==> src/rtl/ptw_pkg.sv <==
package ptw_pkg;

  typedef enum logic [2:0] {
    ST_IDLE, ST_L1_REQ, ST_L1_WAIT, ST_L2_REQ, ST_L2_WAIT, ST_DONE
  } walk_st_e;

  localparam logic [1:0] FLT_NONE         = 2'd0;
  localparam logic [1:0] FLT_DIR_INVALID  = 2'd1;
  localparam logic [1:0] FLT_LEAF_INVALID = 2'd2;
  localparam logic [1:0] FLT_PROT         = 2'd3;

  localparam logic [1:0] ACC_READ  = 2'd0;
  localparam logic [1:0] ACC_WRITE = 2'd1;
  localparam logic [1:0] ACC_FETCH = 2'd2;

  localparam logic [1:0] RT_NONE = 2'd0;
  localparam logic [1:0] RT_RO   = 2'd1;
  localparam logic [1:0] RT_RW   = 2'd2;
  localparam logic [1:0] RT_EXEC = 2'd3;

  // Rights check for one access kind
  function automatic logic access_ok(input logic [1:0] rights, input logic [1:0] kind);
    logic ok;
    case (kind)
      ACC_READ:  ok = (rights == RT_RO) || (rights == RT_RW);
      ACC_WRITE: ok = (rights == RT_RW);
      ACC_FETCH: ok = (rights == RT_EXEC);
      default:   ok = 1'b0;
    endcase
    return ok;
  endfunction

endpackage

==> src/rtl/ptw_addr_gen.sv <==
module ptw_addr_gen #(
  parameter int IDX_W = 10,
  parameter int OFF_W = 12,
  localparam int AW   = 2 * IDX_W + OFF_W
) (
  input  logic [AW-1:0]      root_base,
  input  logic [AW-1:0]      leaf_base,
  input  logic [2*IDX_W-1:0] vpn,
  input  logic               sel_leaf,
  output logic [AW-1:0]      ent_addr
);

  // Table slot address: base plus index scaled by the 4-byte entry size
  function automatic logic [AW-1:0] slot_addr(input logic [AW-1:0] base,
                                               input logic [IDX_W-1:0] idx);
    return base + (AW'(idx) << 2);
  endfunction

  logic [IDX_W-1:0] dir_idx, leaf_idx;
  assign dir_idx  = vpn[2*IDX_W-1:IDX_W];
  assign leaf_idx = vpn[IDX_W-1:0];

  assign ent_addr = sel_leaf ? slot_addr(leaf_base, leaf_idx)
                             : slot_addr(root_base, dir_idx);

  always_comb begin
    a_r2_aligned: assert (sel_leaf || root_base[1:0] != 2'b00 || ent_addr[1:0] == 2'b00);
  end

endmodule

==> src/rtl/ptw_leaf_check.sv <==
module ptw_leaf_check
  import ptw_pkg::*;
#(
  parameter int AW    = 32,
  parameter int OFF_W = 12
) (
  input  logic [AW-1:0]    leaf_ent,
  input  logic [1:0]       kind,
  input  logic [OFF_W-1:0] page_off,
  output logic [1:0]       fault,
  output logic [1:0]       rights,
  output logic [AW-1:0]    paddr
);

  logic ent_unused;
  assign ent_unused = ^leaf_ent[OFF_W-1:3];

  logic       ent_valid;
  logic [1:0] ent_rights;
  assign ent_valid  = leaf_ent[0];
  assign ent_rights = leaf_ent[2:1];

  always_comb begin
    fault  = FLT_NONE;
    rights = ent_rights;
    paddr  = {leaf_ent[AW-1:OFF_W], page_off};
    if (!ent_valid) begin
      fault  = FLT_LEAF_INVALID;
      rights = '0;
      paddr  = '0;
    end else if (!access_ok(ent_rights, kind)) begin
      fault  = FLT_PROT;
      rights = '0;
      paddr  = '0;
    end
  end

  always_comb begin
    a_r10_fault_clears: assert (fault == FLT_NONE || (paddr == '0 && rights == '0));
  end

endmodule

==> src/rtl/ptw_ctrl.sv <==
module ptw_ctrl
  import ptw_pkg::*;
#(
  parameter int AW    = 32,
  parameter int OFF_W = 12
) (
  input  logic          clk,
  input  logic          rst_n,
  input  logic          req_valid,
  input  logic [AW-1:0] req_vaddr,
  input  logic [1:0]    req_kind,
  input  logic [AW-1:0] req_base,
  output logic          req_ready,
  output logic [AW-1:0] lat_vaddr,
  output logic [1:0]    lat_kind,
  output logic [AW-1:0] lat_base,
  output logic [AW-1:0] leaf_base,
  output logic          sel_leaf,
  output logic          mem_req,
  input  logic          mem_rvalid,
  input  logic [AW-1:0] mem_rdata,
  input  logic [1:0]    leaf_fault,
  input  logic [1:0]    leaf_rights,
  input  logic [AW-1:0] leaf_paddr,
  output logic          rsp_valid,
  output logic [1:0]    rsp_fault,
  output logic [1:0]    rsp_rights,
  output logic [AW-1:0] rsp_paddr
);

  walk_st_e state;

  logic rdata_unused;
  assign rdata_unused = ^mem_rdata[OFF_W-1:1];

  // Named internal events
  logic ev_accept, ev_dir_fault, ev_dir_ok, ev_leaf_done;
  assign ev_accept    = (state == ST_IDLE) && req_valid;
  assign ev_dir_fault = (state == ST_L1_WAIT) && mem_rvalid && !mem_rdata[0];
  assign ev_dir_ok    = (state == ST_L1_WAIT) && mem_rvalid && mem_rdata[0];
  assign ev_leaf_done = (state == ST_L2_WAIT) && mem_rvalid;

  assign req_ready = (state == ST_IDLE);
  assign mem_req   = (state == ST_L1_REQ) || (state == ST_L2_REQ);
  assign sel_leaf  = (state == ST_L2_REQ);
  assign rsp_valid = (state == ST_DONE);

  always_ff @(posedge clk) begin
    if (!rst_n) begin
      state      <= ST_IDLE;
      lat_vaddr  <= '0;
      lat_kind   <= '0;
      lat_base   <= '0;
      leaf_base  <= '0;
      rsp_fault  <= FLT_NONE;
      rsp_rights <= '0;
      rsp_paddr  <= '0;
    end else begin
      case (state)
        ST_IDLE: if (ev_accept) begin
          lat_vaddr <= req_vaddr;
          lat_kind  <= req_kind;
          lat_base  <= req_base;
          state     <= ST_L1_REQ;
        end
        ST_L1_REQ: state <= ST_L1_WAIT;
        ST_L1_WAIT: begin
          if (ev_dir_ok) begin
            leaf_base <= {mem_rdata[AW-1:OFF_W], {OFF_W{1'b0}}};
            state     <= ST_L2_REQ;
          end else if (ev_dir_fault) begin
            rsp_fault  <= FLT_DIR_INVALID;
            rsp_rights <= '0;
            rsp_paddr  <= '0;
            state      <= ST_DONE;
          end
        end
        ST_L2_REQ: state <= ST_L2_WAIT;
        ST_L2_WAIT: if (ev_leaf_done) begin
          rsp_fault  <= leaf_fault;
          rsp_rights <= leaf_rights;
          rsp_paddr  <= leaf_paddr;
          state      <= ST_DONE;
        end
        ST_DONE: state <= ST_IDLE;
        default: state <= ST_IDLE;
      endcase
    end
  end

  a_r1_accept_issues: assert property (@(posedge clk) disable iff (!rst_n)
    (req_valid && req_ready) |=> (mem_req && !req_ready));
  a_r4_single_pulse: assert property (@(posedge clk) disable iff (!rst_n)
    mem_req |=> !mem_req);
  a_r6_dir_fault_early: assert property (@(posedge clk) disable iff (!rst_n)
    ev_dir_fault |=> (rsp_valid && rsp_fault == FLT_DIR_INVALID && !mem_req));
  a_r10_rsp_one_cycle: assert property (@(posedge clk) disable iff (!rst_n)
    rsp_valid |=> !rsp_valid);

endmodule

==> src/rtl/pt_walker.sv <==
module pt_walker
  import ptw_pkg::*;
#(
  parameter int IDX_W = 10,
  parameter int OFF_W = 12,
  localparam int AW   = 2 * IDX_W + OFF_W
) (
  input  logic          clk,
  input  logic          rst_n,
  input  logic [AW-1:0] root_base,
  input  logic          req_valid,
  output logic          req_ready,
  input  logic [AW-1:0] req_vaddr,
  input  logic [1:0]    req_kind,
  output logic          mem_req,
  output logic [AW-1:0] mem_addr,
  input  logic          mem_rvalid,
  input  logic [AW-1:0] mem_rdata,
  output logic          rsp_valid,
  output logic [1:0]    rsp_fault,
  output logic [1:0]    rsp_rights,
  output logic [AW-1:0] rsp_paddr
);

  logic [AW-1:0] lat_vaddr, lat_base, leaf_base, leaf_paddr;
  logic [1:0]    lat_kind, leaf_fault, leaf_rights;
  logic          sel_leaf;

  ptw_ctrl #(.AW(AW), .OFF_W(OFF_W)) u_ctrl (
    .clk(clk), .rst_n(rst_n),
    .req_valid(req_valid), .req_vaddr(req_vaddr), .req_kind(req_kind),
    .req_base(root_base), .req_ready(req_ready),
    .lat_vaddr(lat_vaddr), .lat_kind(lat_kind), .lat_base(lat_base),
    .leaf_base(leaf_base), .sel_leaf(sel_leaf), .mem_req(mem_req),
    .mem_rvalid(mem_rvalid), .mem_rdata(mem_rdata),
    .leaf_fault(leaf_fault), .leaf_rights(leaf_rights), .leaf_paddr(leaf_paddr),
    .rsp_valid(rsp_valid), .rsp_fault(rsp_fault),
    .rsp_rights(rsp_rights), .rsp_paddr(rsp_paddr)
  );

  ptw_addr_gen #(.IDX_W(IDX_W), .OFF_W(OFF_W)) u_addr (
    .root_base(lat_base), .leaf_base(leaf_base),
    .vpn(lat_vaddr[AW-1:OFF_W]), .sel_leaf(sel_leaf), .ent_addr(mem_addr)
  );

  ptw_leaf_check #(.AW(AW), .OFF_W(OFF_W)) u_leaf (
    .leaf_ent(mem_rdata), .kind(lat_kind), .page_off(lat_vaddr[OFF_W-1:0]),
    .fault(leaf_fault), .rights(leaf_rights), .paddr(leaf_paddr)
  );

  a_r9_offset_kept: assert property (@(posedge clk) disable iff (!rst_n)
    (rsp_valid && rsp_fault == FLT_NONE) |-> rsp_paddr[OFF_W-1:0] == lat_vaddr[OFF_W-1:0]);
  a_r10_fault_zeroes: assert property (@(posedge clk) disable iff (!rst_n)
    (rsp_valid && rsp_fault != FLT_NONE) |-> (rsp_paddr == '0 && rsp_rights == '0));
  a_r3_leaf_base_aligned: assert property (@(posedge clk) disable iff (!rst_n)
    sel_leaf |-> leaf_base[OFF_W-1:0] == '0);

endmodule

==> config.mk <==
export PLATFORM = sky130hd
export DESIGN_NAME = pt_walker
export DESIGN_NICKNAME = d
export VERILOG_FILES = /design/src/rtl/ptw_pkg.sv /design/src/rtl/ptw_addr_gen.sv /design/src/rtl/ptw_leaf_check.sv /design/src/rtl/ptw_ctrl.sv /design/src/rtl/pt_walker.sv
export SDC_FILE = /design/constraint.sdc
export NUM_CORES = 1
export LEC_CHECK = 0
export ABC_CLOCK_PERIOD_IN_PS = 2400
export BUFFER_PORTS_ARGS = -buffer_cell sky130_fd_sc_hd__buf_2
export CORE_MARGIN = 3
export CORE_UTILIZATION = 40
export CTS_BUF_LIST = sky130_fd_sc_hd__clkbuf_8
export DETAILED_ROUTE_END_ITERATION = 6
export SLEW_MARGIN = 20
export SYNTH_ARGS = -nofsm -noshare
export SYNTH_HDL_FRONTEND = slang
export SYNTH_SLANG_ARGS = --single-unit
==> constraint.sdc <==
create_clock -name clk -period 2.4 [get_ports clk]
set_input_delay 0 -clock clk [delete_from_list [all_inputs] [get_ports clk]]
set_output_delay 0 -clock clk [all_outputs]
set_load 0.01 [all_outputs]
* Yosys cells after proc, flatten, opt, wreduce, memory -nomap -nowiden
Cells that the tools add are included.
** Cells by class
- Multiplexer cells :: 26
- Add/sub/neg operators :: 2
- Equal/unequal tests :: 15
- Reductions and logical operators :: 15
** Operator list (number)
- 32-bit 2-to-1 mux :: 6
- 32-bit by 12-bit adder with 32-bit output :: 2
- 32-bit case mux with 2 select lines :: 1
- 2-bit 2-to-1 mux :: 10
- 3-bit case mux with 5 select lines :: 1
- 3-bit 2-to-1 mux :: 4
- 2-bit case mux with 2 select lines :: 2
- 2-bit equality test, second input constant :: 3
- 3-bit by 2-bit equality test with 1-bit output, second input constant :: 2
- 3-bit equality test, second input constant :: 2
- 2-bit by 1-bit != test with 1-bit output, second input constant :: 3
- 1-bit logical AND :: 5
- 2-bit by 1-bit equality test with 1-bit output, second input constant :: 2
- 2-bit AND reduction :: 2
- 4-bit AND reduction :: 1
- 3-bit by 1-bit equality test with 1-bit output, second input constant :: 1
- 3-bit logical NOT :: 1
- 3-bit by 1-bit != test with 1-bit output, second input constant :: 1
- 1-bit case mux with 3 select lines :: 1
- 3-bit AND reduction :: 1
- 2-bit logical NOT :: 1
- 1-bit logical OR :: 2
- 2-bit != test, second input constant :: 1
- 2-bit nonzero test :: 1
- other kinds (2) :: 2
** Storage, ports and cells
- Input port bits :: 102
- Logic and storage cells :: 66
- Output and inout port bits :: 71
- Register bits :: 125

* Logic depth before layout (Yosys ltp)
Gate-level depths: netlist (run 1).
- Depth in word-level cells :: 8
- Gate-level depth with buffers :: 9

* By module
A second synthesis (run 1) with hierarchy kept.
** Unflattened totals
- Cells, all modules :: 894
- Area total of the unflattened synthesis :: 7504.7 um^2
** Modules (own cells, without submodules)
- ptw_ctrl :: cells each 581, times used 1, seq. area each 2502.4 um^2, area an instance 5128.7 um^2
- ptw_addr_gen :: cells each 264, times used 1, seq. area each 0.0 um^2, area an instance 2050.7 um^2
- ptw_leaf_check :: cells each 49, times used 1, seq. area each 0.0 um^2, area an instance 325.3 um^2

* Worst setup path before layout (run 1)
OpenSTA, ideal clock, no wires.
- Kind :: register -> output
- Start :: register u_ctrl.lat_vaddr[22]
- End :: output mem_addr[26]
- Cell stages (with the launch flop) :: 9
- Slack :: 200 ps
- Buffers on the path :: 0
- Arrival :: 2200 ps
- Path through :: dfxtp_1 -> ha_1 -> fa_1 -> a21o_1 -> a31oi_1 -> o21a_1 -> or4_1 -> and3_1 -> a211o_1
** Between the ends
- Word-level cells in the longest chain between the ends :: 2
** Ends and longest elaborated chain
- start, declared :: line ptw_ctrl.sv:14 : output logic [AW-1:0] lat_vaddr,
- start signal, assigned :: line ptw_ctrl.sv:61 : lat_vaddr <= req_vaddr;
- 32-bit by 12-bit adder with 32-bit output :: line ptw_addr_gen.sv:16 : return base + (AW'(idx) << 2);
- 32-bit 2-to-1 mux :: line ptw_addr_gen.sv:23 : assign ent_addr = sel_leaf ? slot_addr(leaf_base, leaf_idx)
- end, declared :: line pt_walker.sv:16 : output logic [AW-1:0] mem_addr,
No other way between the ends.

* Final worst setup path (run 1)
- Start :: register u_ctrl.lat_vaddr[22]
- End :: output mem_addr[28]
The elaborated chain is that of the path after synthesis.

==> out/results.ini, run 1 <==
[timing]
finalMaxSlewViolations=0
relSlewSlack=0.684
fmax_ghz=0.365
period_needed_ns=2.74
finalClockSkew_ns=0.00682
whs_ns=0.0708
rsz0062_at_grt=yes
setup_ws_ns=-0.336
hold_violations=0
finalCritPeriodShare=1.14
setup_viol=24
setup_tns_ns=-4.62
worst_slew_pin_slew_ns=0.475

[logic_synthesis]
ys_ff_latch=125
synth_nets=844
synth_ff_type=dfxtp_1
netlist_area_mm2=0.00588
synth_cell_types=44
synth-edff-count=0
ys_warn_count=0
async_reset_ff_frac=0
syn_inst=729
ys_seq_area_frac=0.426
syn_avg_cell_area_um2=8.07

[power_and_ir_drop]
finalPower_mw=5.19
powerDensity_mw_per_mm2=586
p_leak_nw=3.57
ir_worst_vdd_v=0.000556

[drt]
ant_nets=0
routedWlPerCell_um=15.3
wirelength_um=18100
vias=6070
dr.pass1.iters=5
drc=0
via_per_inst=5.11
drt_iter0_markers=371

[status]
outcome=complete, but fails checks
failed_checks=negative setup slack

[run]
max_cap_viol_count=0

[clock_network]
clock_sinks=125
cts_buffers=17
clockBufferDepth=2
clk_pin_slew_worst_paths_ns=0.07
cts-htree-levels=4
clock-root-buffer=clkbuf_8
worst_skew_pair.late_latency_ns=0.44
cts_tree=done

[layout]
syn_to_final_growth_pct=50.6
n_antenna_cell=0
mostFrequentLayoutCells=211 x nand2_1, 160 x buf_2, 113 x dfxtp_1, 91 x dlygate4sd3_1, 88 x a21boi_0
layout_commonest_cell=nand2_1
final_layout_size_suffix_gt1_frac=0.291
final_util=0.626
nets=1109
fin_area_mm2=0.00885

[setup_path]
worstSetupEndpointType=output pin
critPathArrivalTime_ns=2.74
worstPathMaxFanout=5
worstPathRequired_ns=2.40
crit_type=register to output pin
crit_path_start_kind=register

[placed_design]
post_dp_cell_area_mm2=0.00701
port_buffers=163
gp_congestion=0.869
place.detailed.hpwl_um=11600

[floorplanning]
coreArea_mm2=0.0141
num_io_pins=173
dieHeight_um=127
start_util=0.416
die_w_um=127
core.rowCount=43
dieArea_mm2=0.0162

[global_routing]
grt_max_degree=126
grt_first_pass_wirelength_um=29500
grt_pass1_vias=6153
gr-usage-all-layers=0.225
grt_antenna_before_repair=0
grt-ovfl-total=0

[min_path]
hold_path_class=input pin to register

## path summary, 6_finish.rpt
path,from,to,slack (ns),depth (start not counted)
max,u_ctrl.lat_vaddr[22],mem_addr[28],-0.34,10
min,req_valid,u_ctrl.state[0],0.07,5
max reg2reg,u_ctrl.state[1],u_ctrl.lat_vaddr[1],0.29,6
min reg2reg,u_ctrl.lat_vaddr[5],u_ctrl.lat_vaddr[5],0.47,2
## synthesized netlist by cell type, types with 3 or more instances
| cell | instances | area (µm²) |
|---|---|---|
| nand2_1 | 214 | 803 |
| and3_1 | 3 | 18.8 |
| xor2_1 | 7 | 61.3 |
| a2111oi_0 | 3 | 26.3 |
| a31oi_1 | 4 | 25.0 |
| nand4_1 | 5 | 31.3 |
| inv_1 | 8 | 30.0 |
| dfxtp_1 | 125 | 2500 |
| a22oi_1 | 34 | 255 |
| a21oi_1 | 16 | 80.1 |
| xnor2_1 | 16 | 140 |
| clkbuf_1 | 43 | 161 |
| ha_1 | 12 | 150 |
| o21ai_1 | 4 | 20.0 |
| and2_1 | 6 | 37.5 |
| a21boi_0 | 88 | 661 |
| buf_2 | 3 | 15.0 |
| o21a_1 | 3 | 22.5 |
| nor2_1 | 18 | 67.6 |
| nand3_1 | 9 | 45.0 |
| o21ai_0 | 22 | 110 |
| or4_1 | 4 | 30.0 |
| nor2b_1 | 41 | 257 |
| o211ai_1 | 4 | 30.0 |
| nor3_1 | 7 | 35.0 |
| o31ai_1 | 3 | 22.5 |
| a21o_1 | 4 | 30.0 |
## through the flow
| stage | worst slack [ns] | instances |
|---|---|---|
| floorplan | 0.200 | 729 |
| global placement | 0.00725 | 1051 |
| detailed placement | 0.0113 | 1051 |
| CTS | -0.330 | 1178 |
| global route | -0.446 | 1187 |
| finish | -0.336 | 1187 |
## cell families (layout without fill, tap and decap cells)
logic type                 after synthesis  after routing  share of synthesized area
AOI/OAI and AO/OA                      192            192                      0.230
xor gates and xnor gates                23             23                     0.0343
adders and majority gates               13             13                     0.0289
buffers and inverters                   56            334                     0.0364
DFF                                    125            125                      0.426
muxes                                    3              3                    0.00532
and+or+nand+nor                        317            317                      0.240
## where the power goes
| part | switching (mW) | total [mW] | internal (mW) |
|---|---|---|---|
| Combinational | 0.461 | 0.910 | 0.450 |
| Clock | 0.848 | 2.02 | 1.17 |
| Sequential | 0.0825 | 2.26 | 2.17 |
## cell type report
type / count / area [µm²]
Clock inverter: 13 / 173
Multi-Input combinational cell: 548 / 3510
Fill cell: 1244 / 5300
Sequential cell: 125 / 2520
Inverter: 8 / 30.0
Tap cell: 180 / 225
Timing Repair Buffer: 294 / 2130
Clock buffer: 19 / 262
## state kept, by name, indices dropped and copies added, names as in the netlist
signal / cells
u_ctrl.rsp_paddr: 32
u_ctrl.leaf_base: 20
u_ctrl.rsp_fault: 2
u_ctrl.rsp_rights: 2
u_ctrl.lat_kind: 2
u_ctrl.lat_vaddr: 32
u_ctrl.lat_base: 32
u_ctrl.state: 3
## timing repair
item | in CTS | in global routing
hold endpoints to repair | 111 | 0
hold buffers | 91 | 0
setup buffers | 5 | 10
gates resized for setup | 58 | 32
endpoints found under the setup margin | 24 | 26
pin swaps | 26 | 21
## critical path, cell delays in order (launching register included)
cell and delay, ns:
dfxtp_2 0.35, ha_4 0.14, fa_2 0.20, a21o_1 0.19, a31oi_4 0.11, buf_4 0.15, o21ai_2 0.16, a21oi_4 0.10
or4_4 0.53, a31oi_4 0.22, buf_6 0.13
## layer usage
layer  track usage  wire (µm)  up-vias
met1         0.261       7730     2861
met3        0.0581        959       34
li1              -          -     3008
met5             0          0        -
met4        0.0864        444        0
met2         0.397       8990      167
Power figures use the tool's default switching activity.
==> run 2: changes to the inputs <==
--- a/config.mk
+++ b/config.mk
@@ -5,12 +5,14 @@
 export SDC_FILE = /design/constraint.sdc
 export NUM_CORES = 1
 export LEC_CHECK = 0
-export ABC_CLOCK_PERIOD_IN_PS = 2400
+export ABC_CLOCK_PERIOD_IN_PS = 2500
 export BUFFER_PORTS_ARGS = -buffer_cell sky130_fd_sc_hd__buf_2
 export CORE_MARGIN = 3
 export CORE_UTILIZATION = 40
 export CTS_BUF_LIST = sky130_fd_sc_hd__clkbuf_8
 export DETAILED_ROUTE_END_ITERATION = 6
+export MAX_ROUTING_LAYER = met4
+export PLACE_DENSITY = 0.67
 export SLEW_MARGIN = 20
 export SYNTH_ARGS = -nofsm -noshare
 export SYNTH_HDL_FRONTEND = slang
==> constraint.sdc (replaced) <==
create_clock -name clk -period 2.5 [get_ports clk]
set_input_delay 0 -clock clk [delete_from_list [all_inputs] [get_ports clk]]
set_output_delay 0 -clock clk [all_outputs]
set_load 0.01 [all_outputs]
==> out/results.ini, run 2 (synthesis gave the netlist of run 1 again) <==
[status]
outcome=complete, but fails checks
failed_checks=negative setup slack

[layout]
fin_area_mm2=0.00865  ; -2.2%
reg_top3=u_ctrl.lat_base x32, u_ctrl.lat_vaddr x32, u_ctrl.rsp_paddr x32
n_antenna_cell=0  ; unchanged
mostFrequentLayoutCells=213 x nand2_1, 162 x buf_2, 111 x dfxtp_1, 90 x dlygate4sd3_1, 88 x a21boi_0
stdcell_count=1188  ; +0.084%
layout_commonest_cell=nand2_1
syn_to_final_growth_pct=47.2
final_layout_size_suffix_gt1_frac=0.281  ; -0.0102
nets=1110  ; +0.090%

[drt]
drc=0  ; unchanged
via_per_inst=4.97  ; -2.8%
dr.pass1.iters=5  ; unchanged
vias=5905  ; -2.7%
ant_nets=0  ; unchanged
drt_iter0_markers=284  ; -23%
wirelength_um=17400  ; -3.9%
routedWlPerCell_um=14.7  ; -4.0%

[timing]
finalMaxSlewViolations=0  ; unchanged
relSlewSlack=0.592  ; -0.0916
period_needed_ns=2.73
setup_ws_ns=-0.234  ; +0.102 ns
fmax_ghz=0.366
rsz0062_at_grt=yes
worst_slew_pin_slew_ns=0.610  ; +0.135 ns
finalClockSkew_ns=0.00782  ; +0.00101 ns
finalCritPeriodShare=1.09
setup_viol=20  ; -17%
hold_violations=0  ; unchanged

[placed_design]
dp.cells=1049  ; -0.19%
post_dp_cell_area_mm2=0.00697  ; -0.57%
gp_congestion=0.841  ; -3.2%
place.detailed.hpwl_um=10900  ; -5.6%
dp_slack_ns=0.0556  ; +0.0443 ns
port_buffers=163  ; unchanged

[power_and_ir_drop]
p_leak_nw=3.50  ; -2.1%
powerDensity_mw_per_mm2=537  ; -8.3%
ir_worst_vdd_v=0.000469  ; -16%
finalPower_mw=4.65  ; -10%

[setup_path]
rr_worst_depth=7  ; +1
r2r_setup_slack_ns=0.55  ; +0.26 ns
crit_chain=ha_4, fa_2, a21o_1, a31oi_4, o21a_1, or4_4, and3_4, a211o_1, buf_2
critPathArrivalTime_ns=2.73  ; about the same
worstPathRequired_ns=2.50  ; +0.10 ns
r2r_end=u_ctrl.rsp_fault[0]
crit_path_start_kind=register
cp_slowest_cell=or4_4
worstSetupEndpointType=output pin
worstPathMaxFanout=3  ; -2
critical_path.max_stage_delay_ns=0.50  ; -0.03 ns
critPathTopFamily=compound AO/OA/AOI/OAI gates
timing.rr.start=u_ctrl.state[2]
crit_type=register to output pin
worst-path-buf-inv=1  ; -1

[floorplanning]
coreArea_mm2=0.0141  ; unchanged
die_w_um=127  ; unchanged
dieArea_mm2=0.0162  ; unchanged
dieHeight_um=127  ; unchanged
core.rowCount=43  ; unchanged
start_util=0.416  ; unchanged
num_io_pins=173  ; unchanged

[min_path]
min_path_cells=5  ; unchanged
hold_start=req_valid
min_to=u_ctrl.state[0]
hold_path_class=input pin to register

[clock_network]
clock_sinks=125  ; unchanged
worst_skew_pair.late_latency_ns=0.44  ; about the same
cts-htree-levels=4  ; unchanged
cts_tree=done
clk_pin_slew_worst_paths_ns=0.07  ; about the same
cts_buffers=17  ; unchanged
clockBufferDepth=2  ; unchanged
clock-root-buffer=clkbuf_8

[global_routing]
grt_max_degree=126  ; unchanged
grt_pass1_vias=5858  ; -4.8%
grt-ovfl-total=0  ; unchanged
grt_first_pass_wirelength_um=28600  ; -3.0%
gr-usage-all-layers=0.226  ; +0.000516
grt_antenna_before_repair=0  ; unchanged

[run]
max_cap_viol_count=0  ; unchanged

==> run 2: where the power goes <==
group	switching [mW]	internal, mW
Clock	0.813	0.822
Combinational	0.425	0.422
Sequential	0.0800	2.09
Total	1.32	3.33
==> run 2: worst min-delay path, cell delays in order <==
cell     delay (ns)
buf_2          0.12
mux2i_1        0.12
nor2_1         0.05
a21oi_1        0.10
nor3b_1        0.05
==> run 2: worst max-delay path by stage <==
stage	startpoint	to	slack, ns	depth (start not counted)
2_1_floorplan	u_ctrl.lat_vaddr[22]	mem_addr[26]	0.30	8
3_5_place_dp	u_ctrl.lat_base[2]	mem_addr[26]	0.06	9
5_1_grt	u_ctrl.lat_base[2]	mem_addr[18]	-0.35	11
6_report	u_ctrl.lat_base[2]	mem_addr[26]	-0.23	9
4_1_cts	u_ctrl.lat_base[2]	mem_addr[26]	-0.25	9
3_3_place_gp	u_ctrl.lat_vaddr[22]	mem_addr[26]	0.06	9
==> run 2: metal layers <==
layer	global-route usage	routed length (µm)	part of all wire	up-vias
li1	-	-	-	3014
met1	0.271	7760	0.45	2695
met2	0.372	8380	0.48	171
met3	0.0598	971	0.056	25
met4	0.0681	295	0.017	0
met5	-	0	0	-
==> run 2: cell type report <==
cell class / instances / area, µm²
clock buffer: 19 / 262
sequential: 125 / 2520
multi-input combinational: 548 / 3420
tap: 180 / 225
inverter: 8 / 30.0
fill: 1244 / 5500
timing repair buffer: 295 / 2090
clock inverter: 13 / 101
==> run 2: per-stage QoR <==
| step | hold slack (ns) | TNS (ns) | utilization |
|---|---|---|---|
| finish | 0.0453 | -1.96 | 0.612 |
| global route | 0.0778 | -4.74 | 0.612 |
| CTS | 0.0239 | -1.95 | 0.608 |
| detailed placement | 0.258 | 0 | 0.493 |
| global placement | 0.252 | 0 | 0.493 |
| floorplan | 0.145 | 0 | - |
==> run 2: repair_timing <==
action | in CTS | in global routing
resized for setup | 60 | 6
hold endpoints to repair | 111 | 0
buffers inserted | 13 | 4
hold buffers | 90 | 0
pin swaps | 29 | 8
setup endpoints to repair | 22 | 22
